===== src/rtl/pit_timer.sv =====
module pit_timer #(
  parameter int CNT_W    = 32,
  parameter int PRESCALE = 4,
  parameter int ADDR_W   = 5
) (
  input  logic              clk,
  input  logic              rst_n,
  input  logic              tick_en,
  input  logic [ADDR_W-1:0] bus_addr,
  input  logic              bus_we,
  input  logic [CNT_W-1:0]  bus_wdata,
  output logic [CNT_W-1:0]  bus_rdata,
  output logic              irq
);
  localparam int PS_W = (PRESCALE > 1) ? $clog2(PRESCALE) : 1;
  localparam logic [PS_W-1:0]   PS_LAST = PS_W'(PRESCALE - 1);
  localparam logic [ADDR_W-1:0] A_CTRL  = ADDR_W'(5'h00);
  localparam logic [ADDR_W-1:0] A_LOAD  = ADDR_W'(5'h04);
  localparam logic [ADDR_W-1:0] A_COUNT = ADDR_W'(5'h08);
  localparam logic [ADDR_W-1:0] A_EVENT = ADDR_W'(5'h10);
  localparam logic [CNT_W-1:0]  ONE     = CNT_W'(1);

  logic             cen, mask, flag;
  logic [PS_W-1:0]  psc;
  logic [CNT_W-1:0] count, reload;
  logic             wr_ctrl, wr_load, wr_clr, tick, zero_hit;

  assign wr_ctrl  = bus_we && (bus_addr == A_CTRL);
  assign wr_load  = bus_we && (bus_addr == A_LOAD);
  assign wr_clr   = bus_we && (bus_addr == A_EVENT) && bus_wdata[0];
  assign tick     = cen && tick_en && (psc == PS_LAST) && !wr_load;
  assign zero_hit = tick && (count == ONE);
  assign irq      = flag && mask;

  always_ff @(posedge clk) begin
    if (!rst_n) begin
      cen  <= 1'b0;
      mask <= 1'b0;
    end else if (wr_ctrl) begin
      cen  <= bus_wdata[0];
      mask <= bus_wdata[1];
    end
  end

  always_ff @(posedge clk) begin
    if (!rst_n || !cen || wr_load)
      psc <= '0;
    else if (tick_en)
      psc <= (psc == PS_LAST) ? '0 : psc + 1'b1;
  end

  always_ff @(posedge clk) begin
    if (!rst_n) begin
      reload <= '0;
      count  <= '0;
    end else if (wr_load) begin
      reload <= bus_wdata;
      count  <= bus_wdata;
    end else if (tick) begin
      count  <= (count == '0) ? reload : count - ONE;
    end
  end

  always_ff @(posedge clk) begin
    if (!rst_n)        flag <= 1'b0;
    else if (zero_hit) flag <= 1'b1;
    else if (wr_clr)   flag <= 1'b0;
  end

  always_comb begin
    bus_rdata = '0;
    case (bus_addr)
      A_CTRL:  bus_rdata = {{(CNT_W-2){1'b0}}, mask, cen};
      A_LOAD:  bus_rdata = reload;
      A_COUNT: bus_rdata = count;
      A_EVENT: bus_rdata = {{(CNT_W-1){1'b0}}, flag};
      default: bus_rdata = '0;
    endcase
  end
endmodule



===== config.mk =====
export PLATFORM = sky130hd
export DESIGN_NAME = pit_timer
export DESIGN_NICKNAME = d
export VERILOG_FILES = /design/src/rtl/pit_timer.sv
export SDC_FILE = /design/constraint.sdc
export NUM_CORES = 1
export LEC_CHECK = 0
export BUFFER_PORTS_ARGS = -buffer_cell sky130_fd_sc_hd__buf_4
export CORE_UTILIZATION = 23
export CTS_CLUSTER_DIAMETER = 200
export DETAILED_ROUTE_END_ITERATION = 8
export GPL_ROUTABILITY_DRIVEN = 0
export PLACE_DENSITY = 0.45
export SYNTH_ARGS = -nofsm -noshare
export SYNTH_HDL_FRONTEND = slang
export SYNTH_SLANG_ARGS = --single-unit

===== constraint.sdc =====
create_clock -name clk -period 7.75 [get_ports clk]
set_clock_uncertainty 0.1 [all_clocks]
set_input_delay 2.325 -clock clk [delete_from_list [all_inputs] [get_ports clk]]
set_output_delay 2.325 -clock clk [all_outputs]
set_load 0.005 [all_outputs]

==> results_tabular.tex <==
\begin{tabular}{lr}
\hline
Metric & Value \\
\hline
\multicolumn{2}{l}{\textbf{Yosys}} \\
Syn Area/Cell & between 7 and 8 um2 \\
Count of flip-flops with a built-in enable after synthesis & 0 \\
Most instantiated flip-flop cell in the synthesis netlist & sky130\_fd\_sc\_hd\_\_dfxtp\_1 \\
Synthesized instance count & between 500 and 600 \\
Syn nets & 579 \\
Top area cells in the synthesized netlist & sky130\_fd\_sc\_hd\_\_dfxtp\_1 34\%, sky130\_fd\_sc\_hd\_\_nand2\_1 9.1\%, sky130\_fd\_sc\_hd\_\_a21boi\_0 6.3\%, sky130\_fd\_sc\_hd\_\_a22o\_1 6.3\%, sky130\_fd\_sc\_hd\_\_o21ai\_0 5.3\% \\
Synth cell types & between 50 and 60 \\
Netlist Area Pre-Place & slightly above 0.004 mm2 \\
Proportion of synthesized chip area in sequential cells & 0.3404 \\
Warnings from Yosys & 0 \\
Leading area contributor after synthesis & sky130\_fd\_sc\_hd\_\_dfxtp\_1 \\
FFs w/ async S/R, synth & 0 \\
Number of synthesized register bits & just under 70 \\
Fraction of post-synthesis cell area in the top cell type by area & 0.3404 \\
\multicolumn{2}{l}{\textbf{Final layout}} \\
Commonest non-fill, non-tap cells in the layout & 98 x sky130\_fd\_sc\_hd\_\_nand2\_1, 81 x sky130\_fd\_sc\_hd\_\_buf\_4, 69 x sky130\_fd\_sc\_hd\_\_dfxtp\_1 \\
Proportion of layout cells with a drive suffix above 1 & 0.1814 \\
Final standard cell utilization of the core & 0.2948 \\
Area delta synth->final & 25.22\% \\
Nets & 631 \\
Most common library cell in the layout ignoring fill and taps & sky130\_fd\_sc\_hd\_\_nand2\_1 \\
Number of filler instances in the final layout & 1,881 \\
Diodes inserted & 0 \\
\multicolumn{2}{l}{\textbf{Run status}} \\
Outcome & completed \\
\multicolumn{2}{l}{\textbf{Clocking}} \\
Num Clock Sinks & 69 \\
Quantity of hold-fixing buffers added after cts & 0 \\
CTS tree & done \\
Clock root buffer & sky130\_fd\_sc\_hd\_\_clkbuf\_16 \\
CTS H-tree depth & 3 \\
Buffer depth of the longest clock path & 2 \\
Clock latency reported for the late side of the worst-skew pair & roughly 0.34 ns \\
CTS resizes & 0 \\
Clock transition at the registers of the reported paths & approximately 0.060 ns \\
Buffers inserted during post-CTS setup optimization & 0 \\
Total clock buffers created by CTS & 9 \\
\multicolumn{2}{l}{\textbf{Routing}} \\
Pre-antenna DRT Iters & 5 \\
Antenna Violating Nets Remaining & 0 \\
Detail-routed net length per standard cell & between 15 and 20 um \\
Vias per inst & about 5.2 \\
Initial drt markers & 337 \\
Total routed wirelength & 14,570 um \\
Total DRC errors in the routed layout & 0 \\
Vias & $\sim$4,300 \\
\multicolumn{2}{l}{\textbf{GRT}} \\
Total gr overflow & 0 \\
Number of global-route vias before repair & $\sim$4,200 \\
Antenna violations before repair & 0 \\
Largest net degree at the start of global routing & just under 70 \\
Gr usage total & 0.1665 \\
First-pass GRT wire length & about 23,000 um \\
\multicolumn{2}{l}{\textbf{Floorplan}} \\
Area of the core & roughly 0.017 mm2 \\
Area of the die & 0.01818 mm2 \\
Boundary pin count & 74 \\
Starting Density & 0.2354 \\
Die outline width & $\sim$130 um \\
Vert. Die Dim & roughly 130 um \\
Placement row count & 48 \\
\multicolumn{2}{l}{\textbf{Setup path}} \\
Startpoint type of the worst setup path & input port \\
Classification of the worst setup path & input port to primary output \\
CP Data Required Time & 5.33 ns \\
Nature of the critical path endpoint & primary output \\
CP Max Fanout & 32 \\
Critical path data arrival time & between 3 and 4 ns \\
\multicolumn{2}{l}{\textbf{STA}} \\
Final setup violation count & 0 \\
Maximum operating frequency & roughly 160 MHz \\
Tightest slew margin relative to the limit & 0.3256 \\
RSZ-0062 raised after global routing & no \\
Accumulated negative setup slack & 0 ns \\
Max-slew violation count & 0 \\
Worst Max-Slew Pin Slew & between 1 and 1.5 ns \\
Post-route fraction of the period consumed by the critical path & 0.8061 \\
Hold Vio Cnt, Final & 0 \\
Final period demand of the worst path & 6.247 ns \\
\multicolumn{2}{l}{\textbf{Min path}} \\
Worst min-delay path class & flop to flop \\
\multicolumn{2}{l}{\textbf{Place}} \\
Final HPWL from detailed placement & approximately 9700 um \\
Count of input and output buffers & 73 \\
\multicolumn{2}{l}{\textbf{Power and ir drop}} \\
VDD IR max & around 0.11 mV \\
LEAKAGE & 1.920 nW \\
Power density over cell area & 179.3 mW/mm2 \\
\multicolumn{2}{l}{\textbf{Run}} \\
Reported max-cap violation count & 0 \\
\hline
\end{tabular}
-- final timing paths --
| kind | from | end | slack [ns] | cells past startpoint |
|---|---|---|---|---|
| max | bus_addr[1] | bus_rdata[14] | 1.50 | 6 |
| min | mask | mask | 0.37 | 2 |
| max reg2reg | count[4] | count[9] | 4.34 | 6 |
| min reg2reg | mask | mask | 0.37 | 2 |
-- per-stage QoR --
step	power, mW	area [um2]	worst slack [ns]	hold WS (ns)	instances
after floorplan	0.4633	4058	1.679	0.3516	535
after global placement	0.5109	4800	1.507	0.3672	801
after detailed placement	0.5121	4800	1.544	0.3693	801
after CTS	0.9212	5081	1.529	0.3768	815
after global routing	0.9456	5081	1.460	0.4044	815
final	0.9110	5081	1.503	0.3743	815
-- logic make-up (layout without fill, tap and decap cells) --
group	Yosys count	in the layout	synth area share
flip-flops	69	69	0.3404
AND/OR/NAND/NOR	210	210	0.2458
XOR/XNOR	13	13	0.02806
buffers and inverters	47	102	0.04625
AO/OA/AOI/OAI	188	188	0.3173
adder cells (fa/ha/maj)	3	3	0.009252
multiplexers	5	5	0.01295
-- worst max-delay path, stage by stage --
cell and delay, ns:
sky130_fd_sc_hd__buf_4 0.11, sky130_fd_sc_hd__or2_2 0.32, sky130_fd_sc_hd__nor4b_2 0.22, sky130_fd_sc_hd__buf_4 0.43, sky130_fd_sc_hd__a22o_1 0.27, sky130_fd_sc_hd__buf_4 0.13
-- state kept, by name, indices dropped and copies added (netlist names) --
signal / cells
mask: 1
count: 32
psc: 2
reload: 32
flag: 1
cen: 1
-- power by group --
part	internal, mW	switching, mW
clock	0.254	0.153
sequential	0.359	0.00501
combinational	0.0530	0.0877
total	0.665	0.246
-- routing by layer --
layer	GRT usage	share of wire
met1	0.2253	0.48
met2	0.2632	0.45
met3	0.03529	0.053
met4	0.05243	0.012
met5	0	0
-- area by class of cell --
cell class	count	area, um2	share of cell area
clock inverter	2	35.03	0.006895
multi-input combinational	419	2502	0.4925
sequential	69	1381	0.2719
timing repair buffer	81	608.1	0.1197
inverter	7	26.28	0.005171
tap	225	281.5	0.05541
clock buffer	12	246.5	0.04851
-- cell usage after synthesis (11+ instances only) --
master,instances
sky130_fd_sc_hd__nor2_1,27
sky130_fd_sc_hd__clkbuf_1,32
sky130_fd_sc_hd__a22o_1,29
sky130_fd_sc_hd__nor4_1,16
sky130_fd_sc_hd__a21boi_0,34
sky130_fd_sc_hd__nor3_1,22
sky130_fd_sc_hd__a21oi_1,31
sky130_fd_sc_hd__nand3_1,12
sky130_fd_sc_hd__nand2_1,98
sky130_fd_sc_hd__dfxtp_1,69
sky130_fd_sc_hd__o211ai_1,11
sky130_fd_sc_hd__o21ai_0,43
Power figures use the tool's default switching activity.
